**src/rtl/ram_pkg.sv**
```systemverilog
package ram_pkg;
  localparam int ADDR_W   = 32;
  localparam int BASE_LSB = 8;
  localparam int FIELD_W  = ADDR_W - BASE_LSB;
  localparam int SIZE_W   = 10;
  localparam int ATTR_W   = 6;

  typedef struct packed {
    logic reverse;
    logic nofreeze;
    logic imm;
    logic glb;
    logic enable;
    logic size_hi;
  } area_attr_t;

  typedef struct packed {
    logic nofreeze;
    logic imm;
    logic glb;
  } attr_res_t;
endpackage

```
**src/rtl/ram_area_match.sv**
```systemverilog
module ram_area_match
  import ram_pkg::*;
(
  input  logic [FIELD_W-1:0] field,
  input  logic               size_hi,
  input  logic [ADDR_W-1:0]  addr,
  output logic               hit
);
  logic [4:0] k;
  logic [4:0] lo;
  logic       found;
  logic       bad;
  logic       mism;

  always_comb begin
    k     = '0;
    found = 1'b0;
    for (int i = SIZE_W - 1; i >= 0; i--) begin
      if (field[i]) begin
        k     = 5'(i);
        found = 1'b1;
      end
    end
    lo   = size_hi ? (k + 5'(SIZE_W)) : k;
    bad  = 1'b0;
    mism = 1'b0;
    for (int j = 0; j < FIELD_W; j++) begin
      if (5'(j) > lo) begin
        mism = mism | (field[j] ^ addr[j + BASE_LSB]);
      end else if (size_hi && (j >= SIZE_W)) begin
        bad = bad | field[j];
      end
    end
    hit = found & ~bad & ~mism;
  end
endmodule

```
**src/rtl/ram_attr_resolve.sv**
```systemverilog
module ram_attr_resolve
  import ram_pkg::*;
#(
  parameter int NUM_AREAS = 4
) (
  input  logic       [NUM_AREAS-1:0] hit,
  input  area_attr_t [NUM_AREAS-1:0] attrs,
  output attr_res_t                  res
);
  attr_res_t set_acc;
  attr_res_t clr_acc;

  always_comb begin
    set_acc = '0;
    clr_acc = '0;
    for (int i = 0; i < NUM_AREAS; i++) begin
      if (hit[i] && attrs[i].enable) begin
        if (attrs[i].reverse) begin
          clr_acc = clr_acc | {attrs[i].nofreeze, attrs[i].imm, attrs[i].glb};
        end else begin
          set_acc = set_acc | {attrs[i].nofreeze, attrs[i].imm, attrs[i].glb};
        end
      end
    end
    res = set_acc & ~clr_acc;
  end
endmodule

```
**src/rtl/ram_desc_regs.sv**
```systemverilog
module ram_desc_regs
  import ram_pkg::*;
#(
  parameter int NUM_AREAS = 4,
  parameter int IDX_W     = $clog2(NUM_AREAS)
) (
  input  logic                              clk,
  input  logic                              rst_n,
  input  logic                              we,
  input  logic [IDX_W:0]                    addr,
  input  logic [31:0]                       wdata,
  output logic [31:0]                       rdata,
  output logic [NUM_AREAS-1:0][FIELD_W-1:0] fields,
  output area_attr_t [NUM_AREAS-1:0]        attrs
);
  logic [NUM_AREAS-1:0][FIELD_W-1:0] fld_q, fld_d;
  area_attr_t [NUM_AREAS-1:0]        att_q, att_d;
  logic [31:0]                       rd_q, rd_d;
  logic [IDX_W-1:0]                  idx;
  logic                              idx_ok;

  assign idx    = addr[IDX_W:1];
  assign idx_ok = (int'(idx) < NUM_AREAS);

  always_comb begin
    fld_d = fld_q;
    att_d = att_q;
    if (we && idx_ok) begin
      if (addr[0]) att_d[idx] = area_attr_t'(wdata[ATTR_W-1:0]);
      else         fld_d[idx] = wdata[ADDR_W-1:BASE_LSB];
    end
    rd_d = '0;
    if (idx_ok) begin
      if (addr[0]) rd_d = {{(32-ATTR_W){1'b0}}, att_q[idx]};
      else         rd_d = {fld_q[idx], {BASE_LSB{1'b0}}};
    end
  end

  always_ff @(posedge clk or negedge rst_n) begin
    if (!rst_n) begin
      fld_q <= '0;
      att_q <= '0;
    end else if (we) begin
      fld_q <= fld_d;
      att_q <= att_d;
    end
  end

  always_ff @(posedge clk or negedge rst_n) begin
    if (!rst_n) rd_q <= '0;
    else        rd_q <= rd_d;
  end

  assign rdata  = rd_q;
  assign fields = fld_q;
  assign attrs  = att_q;
endmodule

```
**src/rtl/region_attr_matcher.sv**
```systemverilog
module region_attr_matcher
  import ram_pkg::*;
#(
  parameter  int NUM_AREAS = 4,
  localparam int IDX_W     = $clog2(NUM_AREAS),
  localparam int REG_AW    = IDX_W + 1
) (
  input  logic              clk,
  input  logic              rst_n,
  input  logic              reg_we,
  input  logic [REG_AW-1:0] reg_addr,
  input  logic [31:0]       reg_wdata,
  output logic [31:0]       reg_rdata,
  input  logic              lk_valid,
  input  logic [31:0]       lk_addr,
  output logic              res_valid,
  output logic              res_glb,
  output logic              res_imm,
  output logic              res_nofreeze
);
  logic                              rst_meta, rst_sync;
  logic [NUM_AREAS-1:0][FIELD_W-1:0] fields;
  area_attr_t [NUM_AREAS-1:0]        attrs;
  logic [NUM_AREAS-1:0]              hit;
  attr_res_t                         resolved;
  attr_res_t                         res_q, res_d;
  logic                              val_q, val_d;

  always_ff @(posedge clk or negedge rst_n) begin
    if (!rst_n) begin
      rst_meta <= 1'b0;
      rst_sync <= 1'b0;
    end else begin
      rst_meta <= 1'b1;
      rst_sync <= rst_meta;
    end
  end

  ram_desc_regs #(.NUM_AREAS(NUM_AREAS), .IDX_W(IDX_W)) u_regs (
    .clk    (clk),
    .rst_n  (rst_sync),
    .we     (reg_we),
    .addr   (reg_addr),
    .wdata  (reg_wdata),
    .rdata  (reg_rdata),
    .fields (fields),
    .attrs  (attrs)
  );

  for (genvar g = 0; g < NUM_AREAS; g++) begin : g_area
    ram_area_match u_match (
      .field   (fields[g]),
      .size_hi (attrs[g].size_hi),
      .addr    (lk_addr),
      .hit     (hit[g])
    );
  end

  ram_attr_resolve #(.NUM_AREAS(NUM_AREAS)) u_resolve (
    .hit   (hit),
    .attrs (attrs),
    .res   (resolved)
  );

  always_comb begin
    res_d = lk_valid ? resolved : res_q;
    val_d = lk_valid;
  end

  always_ff @(posedge clk or negedge rst_sync) begin
    if (!rst_sync) begin
      res_q <= '0;
      val_q <= 1'b0;
    end else begin
      val_q <= val_d;
      if (lk_valid) res_q <= res_d;
    end
  end

  assign res_valid    = val_q;
  assign res_glb      = res_q.glb;
  assign res_imm      = res_q.imm;
  assign res_nofreeze = res_q.nofreeze;
endmodule

```
**config.mk**
```make
export PLATFORM = sky130hd
export DESIGN_NAME = region_attr_matcher
export DESIGN_NICKNAME = d
export VERILOG_FILES = /design/src/rtl/ram_pkg.sv /design/src/rtl/ram_area_match.sv /design/src/rtl/ram_attr_resolve.sv /design/src/rtl/ram_desc_regs.sv /design/src/rtl/region_attr_matcher.sv
export SDC_FILE = /design/constraint.sdc
export NUM_CORES = 1
export LEC_CHECK = 0
export ABC_AREA = 1
export BUFFER_PORTS_ARGS = -buffer_cell sky130_fd_sc_hd__buf_2
export CORE_UTILIZATION = 33
export DETAILED_ROUTE_END_ITERATION = 10
export PLACE_DENSITY = 0.61
export SYNTH_ARGS = -nofsm -noshare
export SYNTH_HDL_FRONTEND = slang
export SYNTH_SLANG_ARGS = --single-unit
```
**constraint.sdc**
```tcl
create_clock -name clk -period 8 [get_ports clk]
set_clock_uncertainty 0.2 [all_clocks]
set_input_delay 1.6 -clock clk [delete_from_list [all_inputs] [get_ports clk]]
set_output_delay 1.6 -clock clk [all_outputs]
set_load 0.005 [all_outputs]
```
==> run metrics, run 1 <==
Critical Path Max Stage Delay 0.72 ns; vias in the first global route 11100; max layer used met4; post-synthesis cell type count 49; met2 WL 18900 microns; Sink Count 156; RSZ-0062 raised after global routing no; clock buffer depth 2; met3 WL post-DR 3190 microns; Worst path slowest cell clkinv_1; initial antenna violation count 1; GP Congestion 0.973; Post-Syn Area 0.0114 sq mm; final setup violation count 0; initial DRC count 1000; first-pass GRT wire length 66400 microns; Cell Pwr Density 253 mW/mm^2; Cell Rows 67; crit path capture type flip-flop; Ant. Diodes 0; setup ws final 4.14 ns; worst slack, placed 3.80 ns; sequential-to-total area share from yosys stat 0.342; Slew @ Worst Pin 0.978 ns; max-slew violation count 0; syn avg cell area 6.73 sq um; Tightest Hold Check Type flip-flop to flip-flop; fillers 3622; post-route minimum period 3.86 ns; total core area 0.0338 sq mm; Routed WL 43700 microns; Rel. slew slack 0.348; Die Wd 188 microns; leakage power 6.78 nW; Top FF cell, synth dfrtp_1; PnR Total Power 3.27 mW; PortBufs 94; Setup Crit Path Kind input port to flip-flop; endpoints failing hold 0; # IOs 107; length of the first detailed-routing pass in iterations 6; fin crit share 0.482; synth warn 0; ratio of cells with drive above 1 in the final layout 0.144; post-DP HPWL 34600 microns; GRT Resource Usage Total 0.250; met1 wire length 19900 microns; ys async rst share 1.00; largest net degree at the start of global routing 76; via/cell ratio 5.22; Clk Latency, worst-skew pair 0.45 ns; ANT nets after route 0; area delta synth->final 13.3%; Die Ht 188 microns; Max Cap Viol 0; drt drc 0; most frequent cells in the layout 536 x nand2_1, 168 x inv_1, 160 x nor2_1; Worst VDD drop 0.170 mV; Total Nets Final 1850; critical path peak fanout 44; crit-path cells buf_2, inv_1, nand2_1, clkinv_1, nand2_1, buf_4, o21ai_0; Avg WL per Cell 19.5 microns; via count 11700; Total Neg Setup Slack 0 ns; Inserted Clock Buffers 17; CTS clk-pin slew, worst paths 0.07 ns; CP startpoint kind input port; Initial Util 0.338; status finished clean; postcts setup bufs 0; required time worst endpoint 8.11 ns; die area 0.0354 sq mm; fmax 0.259 GHz; H-tree Lvls 4; post-synthesis cell count 1698; Synth Register Bits 156; most used cell, CP nand2_1; CTS tree yes; crit path DAT 3.97 ns; number of synthesized flops with an enable pin 0; gr ovfl total 0; fin util 0.383; CTS Root Cell clkbuf_16; commonest non-fill, non-tap cell in the layout nand2_1
-- logic make-up (layout without fill, tap and decap cells) --
group                      count (synthesis)  after routing  share of synthesized area
and+or+nand+nor                          941            941                      0.368
AOI/OAI and AO/OA                        254            254                      0.132
other                                      2              3                   0.000657
xor gates and xnor gates                  87             87                     0.0684
buffers and inverters                    254            343                     0.0851
DFF                                      156            156                      0.342
adders and majority gates                  4              4                    0.00438
-- power by group --
group | switching [mW] | leakage [nW] | internal (mW)
combinational | 0.881 | 4.50 | 0.420
clock | 0.366 | 0.293 | 0.465
sequential | 0.218 | 1.99 | 0.919
-- layout make-up --
class	count	area (sq um)	area share
inverter	208	788	0.0609
timing repair buffer	103	541	0.0418
tap	448	561	0.0433
sequential	156	3910	0.302
clock inverter	15	163	0.0126
multi-input combinational	1289	6560	0.507
clock buffer	17	425	0.0329
-- metal layers --
layer / global-route usage / up-vias
met5: 0 / -
met4: 0.0916 / 0
met3: 0.0415 / 80
met2: 0.384 / 509
met1: 0.350 / 5475
li1: - / 5618
-- state kept, by name, indices dropped and copies added, names as in the netlist --
register,count
u_regs.attrs,24
rst_meta,1
res_glb,1
u_regs.rdata,30
res_imm,1
res_nofreeze,1
u_regs.fields,96
rst_sync,1
res_valid,1
-- Yosys cell counts, types with 3 or more instances --
cell type,n,share of area
a21boi_0,4,0.0026
a21oi_1,23,0.010
a221oi_1,21,0.016
a22oi_1,17,0.011
buf_1,3,0.00099
buf_4,3,0.0020
clkbuf_1,40,0.013
clkinv_1,6,0.0020
dfrtp_1,156,0.34
ha_1,4,0.0044
inv_1,168,0.055
inv_2,31,0.010
inv_4,3,0.0016
nand2_1,536,0.18
nand2_2,31,0.017
nand2_4,4,0.0039
nand3_1,104,0.046
nand3_2,11,0.0096
nand3b_1,16,0.011
nand4_1,39,0.021
nor2_1,162,0.053
nor2_2,14,0.0077
nor2_4,11,0.011
nor3_1,3,0.0013
o211ai_1,3,0.0020
o21ai_0,146,0.064
o21ai_1,10,0.0044
o21ai_4,3,0.0043
o21bai_1,4,0.0026
o22ai_1,13,0.0071
xnor2_1,22,0.017
xor2_1,64,0.049
-- critical path: cells and delay by family --
family | cells | cell delay (ns)
simple gates | 2 | 0.87
buf+inv | 4 | 1.30
compound gates | 1 | 0.16
-- stage by stage --
stage	hold WS, ns	instance area [sq um]	cells
2_1_floorplan	0.131	11400	1699
3_3_place_gp	-0.0383	12300	2203
3_5_place_dp	-0.0301	12300	2203
4_1_cts	0.137	12900	2236
5_1_grt	0.156	12900	2236
6_report	0.133	12900	2236
-- final timing paths --
path,end,cells past startpoint,slack (ns),startpoint
hold reg to reg,rst_sync,0,0.13,rst_meta
setup / recovery,u_regs.fields[49],7,4.14,reg_addr[1]
setup reg to reg,res_imm,20,4.42,u_regs.fields[52]
hold / removal,rst_sync,0,0.13,rst_meta
min in group asynchronous,u_regs.fields[2],1,0.36,rst_sync
max in group asynchronous,res_imm,1,6.54,rst_sync
-- what timing repair did --
action,in CTS,in global routing
resized for setup,0,0
endpoints found under the hold margin,10,0
endpoints found under the setup margin,0,0
hold buffers,1,0
Note: power is estimated with default switching activity, not from simulation.
==> inputs of run 2 (changes only) <==
clock period = 3.9 ns   (was 8 ns; I/O delays follow)
==> run metrics, run 2 (synthesized netlist as in run 1, its figures left out) <==
Sink Count 156 (unchanged); postcts setup bufs 0 (unchanged); CTS clk-pin slew, worst paths 0.07 ns (about the same); total core area 0.0338 sq mm (unchanged); area delta synth->final 14.7%; via/cell ratio 5.19 (-0.65%); Total Nets Final 1863 (+0.70%); Seq pwr share 0.335 (-0.013); required time worst endpoint 4.04 ns (-4.07 ns); Initial Util 0.338 (unchanged); Setup Crit Path Kind flip-flop to flip-flop; CTS Hold Bufs 2 (+1); max FFs per register 96 (unchanged); Worst Min Path Start rst_meta; Cell Pwr Density 525 mW/mm^2 (+110%); Rel. slew slack 0.511 (+0.163); Clk Latency, worst-skew pair 0.45 ns (about the same); fmax 0.286 GHz; CTS tree yes; PnR Total Power 6.88 mW (+110%); first-pass GRT wire length 66500 microns (+0.17%); crit-path cells nor2_1, nand2_1, nand2_1, inv_1, ha_1, or2_2, nand2_1, nand2_1, nor2_1, nand3_1, nand2_1, nand2_1, nor2_1, nand2_1, nor2_1, nand2_1, nor2_2, nand3b_1, nand3_1, nor2_1, nand2_1, nand2_1; endpoints failing hold 0 (unchanged); commonest non-fill, non-tap cell in the layout nand2_1; die area 0.0354 sq mm (unchanged); RSZ-0062 raised after global routing no; critical path peak fanout 5 (-89%); post-DP HPWL 34900 microns (+1.1%); CTS Root Cell clkbuf_16; internal power 3.91 mW (+120%); Avg WL per Cell 19.7 microns (+0.70%); fraction of power consumed by combinational cells 0.398 (about the same); clock buffer depth 2 (unchanged); final setup violation count 0 (unchanged); critical register-to-register path startpoint u_regs.fields[7]; post_cts resized 0 (unchanged); GP Congestion 0.971 (-0.21%); Worst path slowest cell dfrtp_1; post-route minimum period 3.50 ns; Ant. Diodes 0 (unchanged); initial DRC count 1161 (+16%); crit path launch u_regs.fields[7]; crit path capture type flip-flop; ANT nets after route 0 (unchanged); vias in the first global route 10900 (-2.3%); CP startpoint kind flip-flop; status finished clean; drt drc 0 (unchanged); Die Wd 188 microns (unchanged); Max Cap Viol 0 (unchanged); max-slew violation count 0 (unchanged); Clock Power Share 0.268 (+0.014); length of the first detailed-routing pass in iterations 5 (-1); ratio of cells with drive above 1 in the final layout 0.149 (+0.00468); largest net degree at the start of global routing 66 (-13%); Inserted Clock Buffers 17 (unchanged); most frequent cells in the layout 536 x nand2_1, 168 x inv_1, 160 x nor2_1; initial antenna violation count 1 (unchanged); Cell Rows 67 (unchanged); Critical Path Max Stage Delay 0.47 ns (-0.25 ns); Total Neg Setup Slack 0 ns (unchanged); gr ovfl total 0 (unchanged); via count 11700 (-0.16%); PortBufs 94 (unchanged); fin util 0.388 (+0.00489); # IOs 107 (unchanged); most used cell, CP nand2_1; Net Sw Frac 0.432 (-0.0164); H-tree Lvls 4 (unchanged); Routed WL 44200 microns (+1.2%); Tightest Hold Check Type flip-flop to flip-flop; leakage power 6.87 nW (+1.3%); fin crit share 0.897; Cell Count, Final, Fillers Out 2247 (+0.49%); Slew @ Worst Pin 0.734 ns (-0.244 ns); P_sw 2.97 mW (+100%); crit path DAT 3.64 ns (-0.33 ns); placed cells 2215 (+0.54%); GRT Resource Usage Total 0.252 (+0.00240); Worst VDD drop 0.330 mV (+94%); Die Ht 188 microns (unchanged)
run 2: changes by cell type in the layout (fill, tap and decap cells not counted):
cell,delta
buf_4,+11
buf_12,+1
inv_6,-4
clkbuf_8,+4
clkinv_2,-2
clkinv_4,-2
dlygate4sd3_1,+1
bufinv_16,+2
run 2: metrics by stage:
stage	area [sq um]	hold slack (ns)	worst slack (ns)
2_1_floorplan	11400	0.131	1.06
3_3_place_gp	12400	-0.0154	0.499
3_5_place_dp	12400	-0.0145	0.481
4_1_cts	13100	0.152	0.467
5_1_grt	13100	0.179	0.0827
6_report	13100	0.149	0.402
run 2: metal layers:
metal	vias to the layer above	track usage	wire length, microns
met5	-	0	0
met4	0	0.110	1850
met3	82	0.0445	3490
met2	510	0.373	18700
met1	5436	0.357	20100
li1	5635	-	-
run 2: cell type report:
type | instances | area (sq um)
clock buffer | 21 | 480
clock inverter | 9 | 160
fill | 3582 | 20700
inverter | 208 | 788
multi-input combinational | 1289 | 6560
sequential | 156 | 3910
tap | 448 | 561
timing repair buffer | 116 | 653
run 2: final timing paths:
check	to	slack (ns)	cells past startpoint
hold / removal	rst_sync	0.15	0
max in group asynchronous	u_regs.rdata[16]	2.41	1
setup / recovery	res_glb	0.40	22
hold reg to reg	rst_sync	0.15	0
min in group asynchronous	u_regs.fields[26]	0.19	1
setup reg to reg	res_glb	0.40	22
run 2: critical path: cells and delay by family (launching register included):
family	cells	cell delay (ns)
fa+ha+maj	1	0.29
buf+inv	1	0.06
flops	1	0.47
simple gates	20	2.38
run 2: power by group through the flow:
stage / registers [mW] / logic, mW / clock network, mW
final: 2.30 / 2.74 / 1.84
after CTS: 2.29 / 2.70 / 1.85
after detailed placement: 2.31 / 2.68 / 0
after global routing: 2.33 / 3.07 / 1.93
after global placement: 2.31 / 2.67 / 0
after floorplan: 2.19 / 1.92 / 0
==> inputs of run 3 (changes only) <==
ABC_AREA = unset   (was 1)
BUFFER_PORTS_ARGS = unset   (was -buffer_cell sky130_fd_sc_hd__buf_2)
DONT_BUFFER_PORTS = 1   (was unset)
PLACE_DENSITY = 0.59   (was 0.61)
==> run metrics, run 3 <==
status finished with violations; violated checks setup timing; area delta synth->final 21.5%; GRT Resource Usage Total 0.259 (+0.00703); Total Nets Final 1371 (-26%); Avg WL per Cell 25.8 microns (+31%); share of the synthesized area in the top cell type 0.341 (-0.000635); ratio of cells with drive above 1 in the final layout 0.337 (+0.188); placed cells 1712 (-23%); max-slew violation count 0 (unchanged); Slew @ Worst Pin 0.775 ns (+0.0409 ns); Max Cap Viol 0 (unchanged); synth warn 0 (unchanged); Hold Worst Slack 0.0712 ns (-0.0775 ns); ANT nets after route 0 (unchanged); setup ws final -0.0117 ns (-0.414 ns); CTS tree yes; endpoints failing hold 0 (unchanged); Synth area leaders dfrtp_1 34%, mux2_2 10%, mux4_2 5.7%; Die Ht 188 microns (about the same); fin crit share 1.00 (+0.106); die area 0.0354 sq mm (+0.19%); Setup Crit Path Kind flip-flop to flip-flop; top-count cell post-synth dfrtp_1; CTS Root Cell clkbuf_16; Cell Pwr Density 535 mW/mm^2 (+2.0%); initial antenna violation count 0 (-1); Ant. Diodes 0 (unchanged); Tightest Hold Check Type flip-flop to async pin; number of synthesized flops with an enable pin 0 (unchanged); via count 10700 (-8.5%); final setup violation count 1 (+1); largest net degree at the start of global routing 125 (+89%); first-pass GRT wire length 68200 microns (+2.6%); max FFs per register 96 (unchanged); clock buffer depth 2 (unchanged); GP Congestion 1.01 (+3.5%); most frequent cells in the layout 159 x buf_4, 152 x dfrtp_1, 102 x mux2_2; CP startpoint kind flip-flop; main combinational cell family by area after synthesis simple AND/OR/NAND/NOR gates; PortBufs 0 (-100%); Synth Area in Simple Gates 0.201 (-0.167); mux cell area share after synthesis 0.170 (+0.170); critical path peak fanout 6 (+1); post-synthesis cell count 1191 (-30%); Rel. slew slack 0.478 (-0.0327); # IOs 107 (unchanged); Worst VDD drop 0.294 mV (-11%); Cell Rows 67 (unchanged); RSZ-0062 raised after global routing yes; Adder-Cell Fraction of Synth Area 0.00437 (-0.00000814); complex-gate fraction of the synthesized area 0.190 (+0.0579); Cell Count, Final, Fillers Out 1757 (-22%); drt drc 0 (unchanged); Clk Latency, worst-skew pair 0.45 ns (about the same); Routed WL 45400 microns (+2.7%); sequential-to-total area share from yosys stat 0.341 (-0.000635); syn avg cell area 9.61 sq um (+43%); gr ovfl total 0 (unchanged); post-DP HPWL 35800 microns (+2.3%); XOR/XNOR Fraction of Synth Area 0.0452 (-0.0232); Inserted Clock Buffers 17 (unchanged); ys async rst share 1.00 (unchanged); post-synthesis cell type count 97 (+98%); r2r setup slk -0.01 ns (-0.41 ns); Sink Count 156 (unchanged); post-route minimum period 3.91 ns (+0.414 ns); Synth Register Bits 156 (unchanged); crit path DAT 4.07 ns (+0.43 ns); length of the first detailed-routing pass in iterations 6 (+1); Top FF cell, synth dfrtp_1; crit path capture type flip-flop; Post-synth top cells 156 x dfrtp_1, 102 x mux2_2, 78 x nand2_1; via/cell ratio 6.07 (+17%); total core area 0.0339 sq mm (+0.25%); initial DRC count 1189 (+2.4%); area leader, netlist dfrtp_1; vias in the first global route 10500 (-3.1%); Die Wd 188 microns (about the same); CTS clk-pin slew, worst paths 0.08 ns (about the same); required time worst endpoint 4.06 ns (+0.02 ns); PnR Total Power 7.44 mW (+8.2%); leakage power 5.44 nW (-21%); commonest non-fill, non-tap cell in the layout buf_4; H-tree Lvls 4 (unchanged); fmax 0.256 GHz (-11%); Initial Util 0.338 (about the same); Post-Syn Area 0.0114 sq mm (+0.19%)
-- run 3: cell count changes after synthesis, moves of 30 or more --
cell      delta
nand2_1    -458
xor2_1      -45
nor3_1      +30
inv_2       -31
inv_1      -125
nand2_2     -31
o21ai_0     -75
mux2_2     +102
nand2b_1    +32
nor2b_1     +34
nor2_1     -100
nand3_1     -72
-- run 3: metrics by stage --
step	TNS, ns	setup slack [ns]	utilization	instance area (sq um)
floorplan	0	0.0129	-	11500
global placement	-0.801	-0.271	0.378	12800
detailed placement	-0.821	-0.318	0.378	12800
CTS	-0.144	-0.0547	0.399	13500
global route	-0.539	-0.204	0.411	13900
finish	-0.0117	-0.0117	0.411	13900
-- run 3: logic make-up after synthesis --
kind of cell	count (synthesis)
muxes	143
AOI/OAI and AO/OA	299
and+or+nand+nor	404
DFF	156
other	2
buffers and inverters	124
adders and majority gates	4
xor gates and xnor gates	59
-- run 3: layer usage --
metal | vias to the layer above | GRT usage | wire length [microns]
met1 | 5392 | 0.338 | 18600
met4 | 0 | 0.105 | 1830
met5 | - | 0 | 0
li1 | 4724 | - | -
met3 | 101 | 0.0492 | 3320
met2 | 453 | 0.422 | 21600
-- run 3: what timing repair did --
| action | CTS | global route |
|---|---|---|
| setup buffers | 2 | 10 |
| endpoints found under the hold margin | 2 | 0 |
| gates resized for setup | 18 | 68 |
| pin swaps | 12 | 31 |
| hold buffers | 1 | 0 |
| endpoints found under the setup margin | 3 | 3 |
-- run 3: area by class of cell --
class,instances,area (sq um)
clock buffers,17,425
clock inverters,15,158
fillers,3383,20000
inverters,44,165
multi-input cells,912,7420
flip-flops and latches,156,3910
well taps,448,561
repair buffers,165,1270
-- run 3: power breakdown --
| group | total [mW] | internal, mW | switching, mW | leakage, nW |
|---|---|---|---|---|
| combinational | 3.36 | 1.57 | 1.79 | 3.25 |
| sequential | 2.42 | 1.94 | 0.485 | 1.91 |
| clock | 1.66 | 0.853 | 0.809 | 0.280 |
| total | 7.44 | 4.36 | 3.08 | 5.44 |
-- run 3: worst max-delay path, stage by stage (launching register included) --
cell,delay (ns)
dfrtp_1,0.39
or4_4,0.56
nor2_4,0.15
ha_4,0.22
buf_6,0.13
nand2b_4,0.14
o41ai_4,0.32
xor2_1,0.12
a21oi_2,0.21
o2111ai_2,0.16
nor4_2,0.30
nand4_1,0.25
buf_4,0.23
nor3_4,0.11
a2111oi_2,0.07
o32ai_1,0.26
-- run 3: path summary, 6_finish.rpt --
check | from | endpoint | depth (start not counted)
worst max register to register | u_regs.fields[75] | res_imm | 15
worst max-delay path | u_regs.fields[75] | res_imm | 15
worst min-delay path | rst_sync | u_regs.fields[87] | 0
max in group asynchronous | rst_sync | u_regs.fields[6] | 1
min in group clk | rst_meta | rst_sync | 0
worst min register to register | rst_sync | u_regs.fields[87] | 0
